--- config.mk ---
export PLATFORM = sky130hd
export DESIGN_NAME = thread_dispatcher
export DESIGN_NICKNAME = d
export VERILOG_FILES = /design/src/rtl/thread_disp_pkg.sv /design/src/rtl/disp_ctrl.sv /design/src/rtl/disp_datapath.sv /design/src/rtl/thread_dispatcher.sv
export SDC_FILE = /design/constraint.sdc
export NUM_CORES = 1
export LEC_CHECK = 0
export BUFFER_PORTS_ARGS = -buffer_cell sky130_fd_sc_hd__buf_2
export CORE_UTILIZATION = 40
export DETAILED_ROUTE_END_ITERATION = 10
export GPL_TIMING_DRIVEN = 0
export PLACE_DENSITY = 0.63
export SYNTH_ARGS = -nofsm -noshare
export SYNTH_HDL_FRONTEND = slang
export SYNTH_SLANG_ARGS = --single-unit
--- constraint.sdc ---
create_clock -name clk -period 4.5 [get_ports clk]
set_input_delay 0.225 -clock clk [delete_from_list [all_inputs] [get_ports clk]]
set_output_delay 0.225 -clock clk [all_outputs]
set_load 0.03 [all_outputs]
--- src/rtl/thread_disp_pkg.sv ---
package thread_disp_pkg;
  typedef enum logic {MODE_SERIAL = 1'b0, MODE_PARALLEL = 1'b1} modeE;

  typedef struct packed {
    logic spawnLoad;  // load initial IDs and thread count
    logic grantEn;    // serve finished units from the ID counter
    logic finish;     // return every unit to the serial layout
  } ctrlStrobeT;
endpackage

--- src/rtl/disp_ctrl.sv ---
module disp_ctrl
  import thread_disp_pkg::*;
#(
  parameter int PEND_W = 4
) (
  input  logic              clk,
  input  logic              rstN,
  input  logic              spawnValid,
  input  logic              allJoined,
  input  logic [PEND_W-1:0] pendingBcast,
  output ctrlStrobeT        strobe,
  output logic              parallelMode,
  output logic              joinDone
);
  modeE modeQ, modeD;
  logic joinDoneQ;

  always_comb begin
    strobe = '0;
    modeD  = modeQ;
    case (modeQ)
      MODE_SERIAL: begin
        if (spawnValid) begin
          strobe.spawnLoad = 1'b1;
          modeD = MODE_PARALLEL;
        end
      end
      default: begin
        if (allJoined && (pendingBcast == '0)) begin
          strobe.finish = 1'b1;
          modeD = MODE_SERIAL;
        end else begin
          strobe.grantEn = 1'b1;
        end
      end
    endcase
  end

  always_ff @(posedge clk or negedge rstN) begin
    if (!rstN) begin
      modeQ     <= MODE_SERIAL;
      joinDoneQ <= 1'b0;
    end else begin
      modeQ     <= modeD;
      joinDoneQ <= strobe.finish;
    end
  end

  assign parallelMode = (modeQ == MODE_PARALLEL);
  assign joinDone     = joinDoneQ;
endmodule

--- src/rtl/disp_datapath.sv ---
module disp_datapath
  import thread_disp_pkg::*;
#(
  parameter int NUM_UNITS = 4,
  parameter int CNT_W     = 8,
  parameter int TID_W     = CNT_W + 1
) (
  input  logic                       clk,
  input  logic                       rstN,
  input  ctrlStrobeT                 strobe,
  input  logic [CNT_W-1:0]           spawnCount,
  input  logic [NUM_UNITS-1:0]       unitDone,
  output logic [NUM_UNITS-1:0]       unitRun,
  output logic [NUM_UNITS*TID_W-1:0] unitTid,
  output logic                       allJoined
);
  localparam int RANK_W = $clog2(NUM_UNITS + 1);

  logic             runQ    [NUM_UNITS];
  logic             joinedQ [NUM_UNITS];
  logic [TID_W-1:0] tidQ    [NUM_UNITS];
  logic [TID_W-1:0] grantId [NUM_UNITS];
  logic [RANK_W-1:0] rank   [NUM_UNITS];
  logic [NUM_UNITS-1:0] req;
  logic [NUM_UNITS-1:0] joinedVec;
  logic [RANK_W-1:0] reqTotal;
  logic [TID_W-1:0] nextIdQ;
  logic [CNT_W-1:0] countQ;

  // Ascending-index ranking of simultaneous requests.
  always_comb begin
    reqTotal = '0;
    for (int i = 0; i < NUM_UNITS; i++) begin
      rank[i]    = reqTotal;
      grantId[i] = nextIdQ + TID_W'(reqTotal);
      reqTotal   = reqTotal + RANK_W'(req[i]);
    end
  end

  for (genvar g = 0; g < NUM_UNITS; g++) begin : g_unit
    assign req[g]       = unitDone[g] & runQ[g];
    assign joinedVec[g] = joinedQ[g];
    assign unitRun[g]   = runQ[g];
    assign unitTid[g*TID_W +: TID_W] = tidQ[g];

    always_ff @(posedge clk or negedge rstN) begin
      if (!rstN) begin
        tidQ[g]    <= '0;
        runQ[g]    <= (g == 0);
        joinedQ[g] <= 1'b0;
      end else if (strobe.finish) begin
        tidQ[g]    <= '0;
        runQ[g]    <= (g == 0);
        joinedQ[g] <= 1'b0;
      end else if (strobe.spawnLoad) begin
        tidQ[g]    <= TID_W'(g);
        runQ[g]    <= (TID_W'(g) < {1'b0, spawnCount});
        joinedQ[g] <= (TID_W'(g) >= {1'b0, spawnCount});
      end else if (strobe.grantEn && req[g]) begin
        tidQ[g]    <= grantId[g];
        runQ[g]    <= (grantId[g] < {1'b0, countQ});
        joinedQ[g] <= (grantId[g] >= {1'b0, countQ});
      end
    end
  end

  always_ff @(posedge clk or negedge rstN) begin
    if (!rstN) begin
      nextIdQ <= '0;
      countQ  <= '0;
    end else if (strobe.finish) begin
      nextIdQ <= '0;
      countQ  <= '0;
    end else if (strobe.spawnLoad) begin
      nextIdQ <= TID_W'(NUM_UNITS);
      countQ  <= spawnCount;
    end else if (strobe.grantEn) begin
      nextIdQ <= nextIdQ + TID_W'(reqTotal);
    end
  end

  assign allJoined = &joinedVec;
endmodule

--- src/rtl/thread_dispatcher.sv ---
module thread_dispatcher
  import thread_disp_pkg::*;
#(
  parameter int NUM_UNITS = 4,
  parameter int CNT_W     = 8,
  parameter int PEND_W    = 4
) (
  input  logic                             clk,
  input  logic                             rstN,
  input  logic                             spawnValid,
  input  logic [CNT_W-1:0]                 spawnCount,
  input  logic [NUM_UNITS-1:0]             unitDone,
  input  logic [PEND_W-1:0]                pendingBcast,
  output logic                             parallelMode,
  output logic [NUM_UNITS-1:0]             unitRun,
  output logic [NUM_UNITS*(CNT_W+1)-1:0]   unitTid,
  output logic                             joinDone
);
  localparam int TID_W = CNT_W + 1;

  ctrlStrobeT strobe;
  logic       allJoined;

  disp_ctrl #(.PEND_W(PEND_W)) u_ctrl (
    .clk          (clk),
    .rstN         (rstN),
    .spawnValid   (spawnValid),
    .allJoined    (allJoined),
    .pendingBcast (pendingBcast),
    .strobe       (strobe),
    .parallelMode (parallelMode),
    .joinDone     (joinDone)
  );

  disp_datapath #(.NUM_UNITS(NUM_UNITS), .CNT_W(CNT_W), .TID_W(TID_W)) u_dp (
    .clk        (clk),
    .rstN       (rstN),
    .strobe     (strobe),
    .spawnCount (spawnCount),
    .unitDone   (unitDone),
    .unitRun    (unitRun),
    .unitTid    (unitTid),
    .allJoined  (allJoined)
  );
endmodule

; Word-level counts from Yosys, hierarchy flattened
; Cells that the tools add are included.
[totals]
input_bits = 19
ff_bits = 63
elab_cells = 103
[op_classes]
order_cmp = 16
n_bitwise = 4
n_addsub = 7
n_mux = 47
reduce_logical = 13
[op_table]
columns = cell, n
row1 = 2-to-1 mux 9 bit, 15
row2 = >= comparator 9 x 8 -> 1 bit, 4
row3 = less-than comparator 9 x 8 -> 1 bit, 4
row4 = 2-to-1 mux 1 bit, 29
row5 = adder 9 x 3 -> 9 bit, 3
row6 = >= comparator 1 x 8 -> 1 bit (first input constant), 2
row7 = >= comparator 2 x 8 -> 1 bit (first input constant), 2
row8 = less-than comparator 1 x 8 -> 1 bit (first input constant), 2
row9 = less-than comparator 2 x 8 -> 1 bit (first input constant), 2
row10 = 2-to-1 mux 8 bit, 2
row11 = nonzero test 3 bit, 5
row12 = adder 9 x 1 -> 9 bit, 1
row13 = adder 3 x 1 -> 3 bit, 2
row14 = logical AND 1 bit, 5
row15 = bitwise AND 1 bit, 4
row16 = logical NOT 4 bit, 1
row17 = AND reduction 4 bit, 1
row18 = adder 1 x 1 -> 2 bit, 1
row19 = 2-to-1 mux 2 bit, 1
row20 = nonzero test 2 bit, 1

; Logic depth before layout (Yosys ltp)
[depth]
ltp_word = 8
depth_mapped = 15
depth_no_buf = 15

; By module
; Synthesis repeated with hierarchy kept, for this count alone.
[hier_totals]
cells_unflattened = 418
area_unflattened_um2 = 4070.2
[by_module_without_submodules]
columns = mod, n_inst, area_per_inst_um2, cells_per_inst
row1 = disp_datapath, 1, 3977.6, 410
row2 = disp_ctrl, 1, 92.6, 8

; Least setup slack after synthesis
; OpenSTA, ideal clock, no wires.
[synth_path]
kind = register -> register
startpoint = reg u_dp.runQ, in the netlist u_dp.unitRun[0]
endpoint = reg u_dp.joinedQ[0] (netlist bit)
t_required_ns = 4.377
setup_time_ns = 0.123
period_less_slack_ns = 3.616
arrival_time_ns = 3.494
stages_incl_launch_ff = 16
slack_ns = 0.884
path_cell_list = dfstp_2 -> and2_1 -> xnor2_1 -> ha_1 -> ha_1 -> inv_1 -> fa_1 -> a21bo_2 -> nand2_1 -> xnor2_1 -> ha_1 -> nand3_1 -> a211oi_1 -> o41ai_1 -> o2111ai_1 -> o221a_2
[synth_via]
elab_chain_len = 8
[synth_lines]
columns = item, line
row1 = "start, declared", disp_datapath.sv:19  ; logic runQ [NUM_UNITS];
row2 = "start signal, assigned by index", disp_datapath.sv:49  ; runQ[g] <= (g == 0);
row3 = "start signal, assigned by index", disp_datapath.sv:53  ; runQ[g] <= (g == 0);
row4 = "start signal, assigned by index", disp_datapath.sv:57  ; runQ[g] <= (TID_W'(g) < {1'b0, spawnCount});
row5 = bitwise AND 1 bit, disp_datapath.sv:41  ; assign req[g] = unitDone[g] & runQ[g];
row6 = adder 1 x 1 -> 2 bit, disp_datapath.sv:36  ; reqTotal = reqTotal + RANK_W'(req[i]);
row7 = adder 3 x 1 -> 3 bit, disp_datapath.sv:36
row8 = adder 9 x 3 -> 9 bit, disp_datapath.sv:35  ; grantId[i] = nextIdQ + TID_W'(reqTotal);
row9 = >= comparator 9 x 8 -> 1 bit, disp_datapath.sv:62  ; joinedQ[g] <= (grantId[g] >= {1'b0, countQ});
row10 = 2-to-1 mux 1 bit, disp_datapath.sv:59  ; end else if (strobe.grantEn && req[g]) begin
row11 = 2-to-1 mux 1 bit, disp_datapath.sv:55  ; end else if (strobe.spawnLoad) begin
row12 = 2-to-1 mux 1 bit, disp_datapath.sv:51  ; end else if (strobe.finish) begin
row13 = "end signal, assigned by index", disp_datapath.sv:58  ; joinedQ[g] <= (TID_W'(g) >= {1'b0, spawnCount});
row14 = "end signal, assigned by index", disp_datapath.sv:62
row15 = "end, declared", disp_datapath.sv:20  ; logic joinedQ [NUM_UNITS];
; No other way between the ends. The select of a mux whose other input is x is not followed.
; A chain may end at the register's enable or synchronous reset.

; Worst setup path after layout
; Ends and elaborated chain as after synthesis.

==> impl_metrics.env <==
export IMPL_core_region_area_sq_um=9910
export IMPL_viasPerCell=5.80
export IMPL_route_met3_wl_um=876
export IMPL_grt_ovfl_total=0
export IMPL_crit_type="flip-flop to flip-flop"
export IMPL_syn_inst=431
export IMPL_fin_cells=641
export IMPL_synth_top_family_by_area="compound AO/OA/AOI/OAI gates"
export IMPL_dpl_hpwl_mm=9.11
export IMPL_drt_wirelength_per_cell_um=19.1
export IMPL_drive_above_1_share_pct=19.7
export IMPL_ios=61
export IMPL_synth_fp_nets=497
export IMPL_fmax_mhz=240
export IMPL_ys_ff_latch=63
export IMPL_grt_usage_pct=23.8
export IMPL_row_count=36
export IMPL_syn_avg_cell_area_sq_um=9.62
export IMPL_period_share_pct=92.5
export IMPL_post_cts_buffers=0
export IMPL_synthAdderAreaFrac_pct=14.8
export IMPL_cp_required_ns=4.75
export IMPL_insertion_delay_ns=0.36
export IMPL_power_total_mw=3.43
export IMPL_hold_class="input port to flip-flop"
export IMPL_h_tree_depth=3
export IMPL_wl_mm=12.2
export IMPL_holdWs_ns=0.0822
export IMPL_synthMuxAreaShare_pct=0.724
export IMPL_clk_transition_reported_paths_ns=0.08
export IMPL_cts_max_path_buffers=2
export IMPL_port_buffers=60
export IMPL_critPathMaxFanout=4
export IMPL_synth_area_sq_um=4150
export IMPL_pre_cts_slack_ns=0.410
export IMPL_cts_tree="built"
export IMPL_nets=569
export IMPL_cp_end_kind="flip-flop"
export IMPL_critPathLaunchType="flip-flop"
export IMPL_cts_root_buf="clkbuf_8"
export IMPL_routabilityCongestion=0.964
export IMPL_grt_pass1_wl_mm=19.6
export IMPL_rsz0062_at_grt="no"
export IMPL_die_area_sq_um=10800
export IMPL_synth_flop_cell="dfrtp_1"
export IMPL_areaGrowthSynthToFinish_pct=16.7
export IMPL_power_density_nw_per_um2=708
export IMPL_vdd_ir_drop_max_uv=319
export IMPL_clock_sinks=63
export IMPL_highest_signal_layer="met4"
export IMPL_setup_tns_ns=0
export IMPL_drc=0
export IMPL_vias=3718
export IMPL_hold_violations=0
export IMPL_met2WireLength_mm=5.48
export IMPL_dp_cells=624
export IMPL_die_h_um=104
export IMPL_arrival_ns=4.42
export IMPL_synth_cell_types=63
export IMPL_worst_slack_ns=0.336
export IMPL_cellLeakagePower_nw=2.36
export IMPL_cts_resized=0
export IMPL_yosys_warnings=0
export IMPL_met1_length_mm=5.39
export IMPL_ys_seq_area_share_pct=38.1
export IMPL_synth_simple_area_share_pct=15.4
export IMPL_grt_max_degree=64
export IMPL_cts_hold_buffers_added=1
export IMPL_fin_skew_ns=0.00844
export IMPL_die_w_um=104
export IMPL_async_flop_share_pct=100
export IMPL_slew_viol_final=0
export IMPL_initial_core_util_pct=41.8
export IMPL_finalSetupViolCount=0
export IMPL_status="complete, no violations"
export IMPL_antenna_left=0
export IMPL_firstDrtPassIters=5
export IMPL_fin_crit_ns=4.16
export IMPL_numCtsBuffers=9
export IMPL_synth_xor_xnor_area_share_pct=5.49
export IMPL_antenna_cells=0
export IMPL_max_slew_margin_rel_pct=35.9
export IMPL_rrSetupSlack_ns=0.34
export IMPL_antenna_found_initial=0
export IMPL_synth_compound_area_share_pct=20.9
export IMPL_drtIter0Drc=215
export IMPL_cap_violations=0
export IMPL_grt_pass1_vias=3718
export IMPL_tightest_slew_ns=0.955
export IMPL_synth_edf_count=0
per-layer routing:
layer,up-vias,global-route usage (%)
met5,-,0
met4,0,12.4
met3,38,3.34
met2,151,36.5
met1,1800,32.5
li1,1729,-
where the power goes:
part / leakage [nW] / switching, mW / internal, mW
sequential: 0.786 / 0.164 / 0.780
combinational: 1.47 / 1.20 / 0.736
clock: 0.103 / 0.260 / 0.290
total: 2.36 / 1.62 / 1.81
cells in the mapped netlist (all sizes together), types with 8 or more instances:
library cell,number,area (sq um)
a211oi,8,60.1
a21oi,12,60.1
a22o,22,193
buf,10,57.6
clkbuf,14,52.6
dfrtp,62,1550
ha,45,563
inv,22,82.6
nand2,38,143
nand3,16,80.1
nor2,24,100
nor2b,8,50.1
nor3,11,55.1
o21ai,27,135
xnor2,14,123
xor2,12,105
critical path: stages (launching register included):
cell and delay (ns):
dfstp_2 0.56, and2_1 0.23, xnor2_1 0.17, ha_1 0.26, ha_1 0.35, inv_1 0.07
fa_1 0.45, a21bo_2 0.24, nand2_1 0.07, xnor2_1 0.29, ha_1 0.30, nand3_1 0.13
a211oi_1 0.08, o41ai_1 0.36, o2111ai_1 0.22, o221a_2 0.27
cell usage in the layout (no fill, tap or decap), types with 4 or more instances in the layout:
cell type,netlist,layout
nor2_1,22,22
buf_2,7,66
inv_1,22,22
nand2_1,38,38
clkbuf_8,0,11
and3_1,6,6
a21o_1,4,4
nor3_1,11,11
a211oi_1,8,8
clkbuf_1,14,14
o21ai_0,26,26
o211ai_1,6,6
nor2b_1,8,8
o31ai_1,4,4
dfrtp_1,62,62
nand3_1,16,16
a22o_1,22,22
a21oi_1,12,12
nand4_1,6,6
xnor2_1,14,14
ha_1,45,45
a31o_2,6,6
xor2_1,12,12
state kept, by name (all words and copies together) (netlist names):
| signal | flops |
|---|---|
| u_dp.countQ | 8 |
| u_dp.nextIdQ | 9 |
| u_dp.unitRun | 4 |
| u_dp.unitTid | 36 |
| u_ctrl.joinDone | 1 |
| u_dp.joinedQ | 4 |
| u_ctrl.parallelMode | 1 |
cell type report:
class / instances / area (sq um)
repair buffers: 61 / 313
clock buffers: 11 / 151
flip-flops and latches: 63 / 1580
inverters: 22 / 82.6
clock inverters: 5 / 62.6
plain buffers: 24 / 110
fillers: 960 / 5070
multi-input cells: 322 / 2380
well taps: 133 / 166
logic make-up (layout without fill, tap and decap cells):
kind of cell             count (synthesis)  count (layout)
AO/OA/AOI/OAI                          117             117
XOR/XNOR                                26              26
adder cells (fa/ha/maj)                 48              48
buffers and inverters                   46             123
flip-flops                              63              63
multiplexers                             3               3
AND/OR/NAND/NOR                        128             128
through the flow:
step / util, % / cell area (sq um)
after floorplan: - / 4150
final: 48.8 / 4840
after global routing: 48.8 / 4840
after global placement: 46.6 / 4610
after detailed placement: 46.6 / 4620
after CTS: 48.8 / 4840
path summary, 6_finish.rpt:
| check | start | to | cells after the start |
|---|---|---|---|
| max in group asynchronous | rstN | u_dp.unitTid[6]$_DFFE_PN0P_ | 2 |
| min | spawnCount[6] | u_dp.countQ[6]$_DFFE_PN0P_ | 3 |
| min in group asynchronous | rstN | u_ctrl.joinDone$_DFF_PN0_ | 2 |
| max | u_dp.unitRun[0]$_DFFE_PN1P_ | u_dp.joinedQ[0]$_DFFE_PN0P_ | 15 |
| min reg2reg | u_dp.unitTid[35]$_DFFE_PN0P_ | u_dp.unitTid[35]$_DFFE_PN0P_ | 2 |
| max reg2reg | u_dp.unitRun[0]$_DFFE_PN1P_ | u_dp.joinedQ[0]$_DFFE_PN0P_ | 15 |
No activity file was read; power rests on OpenSTA's default activity.
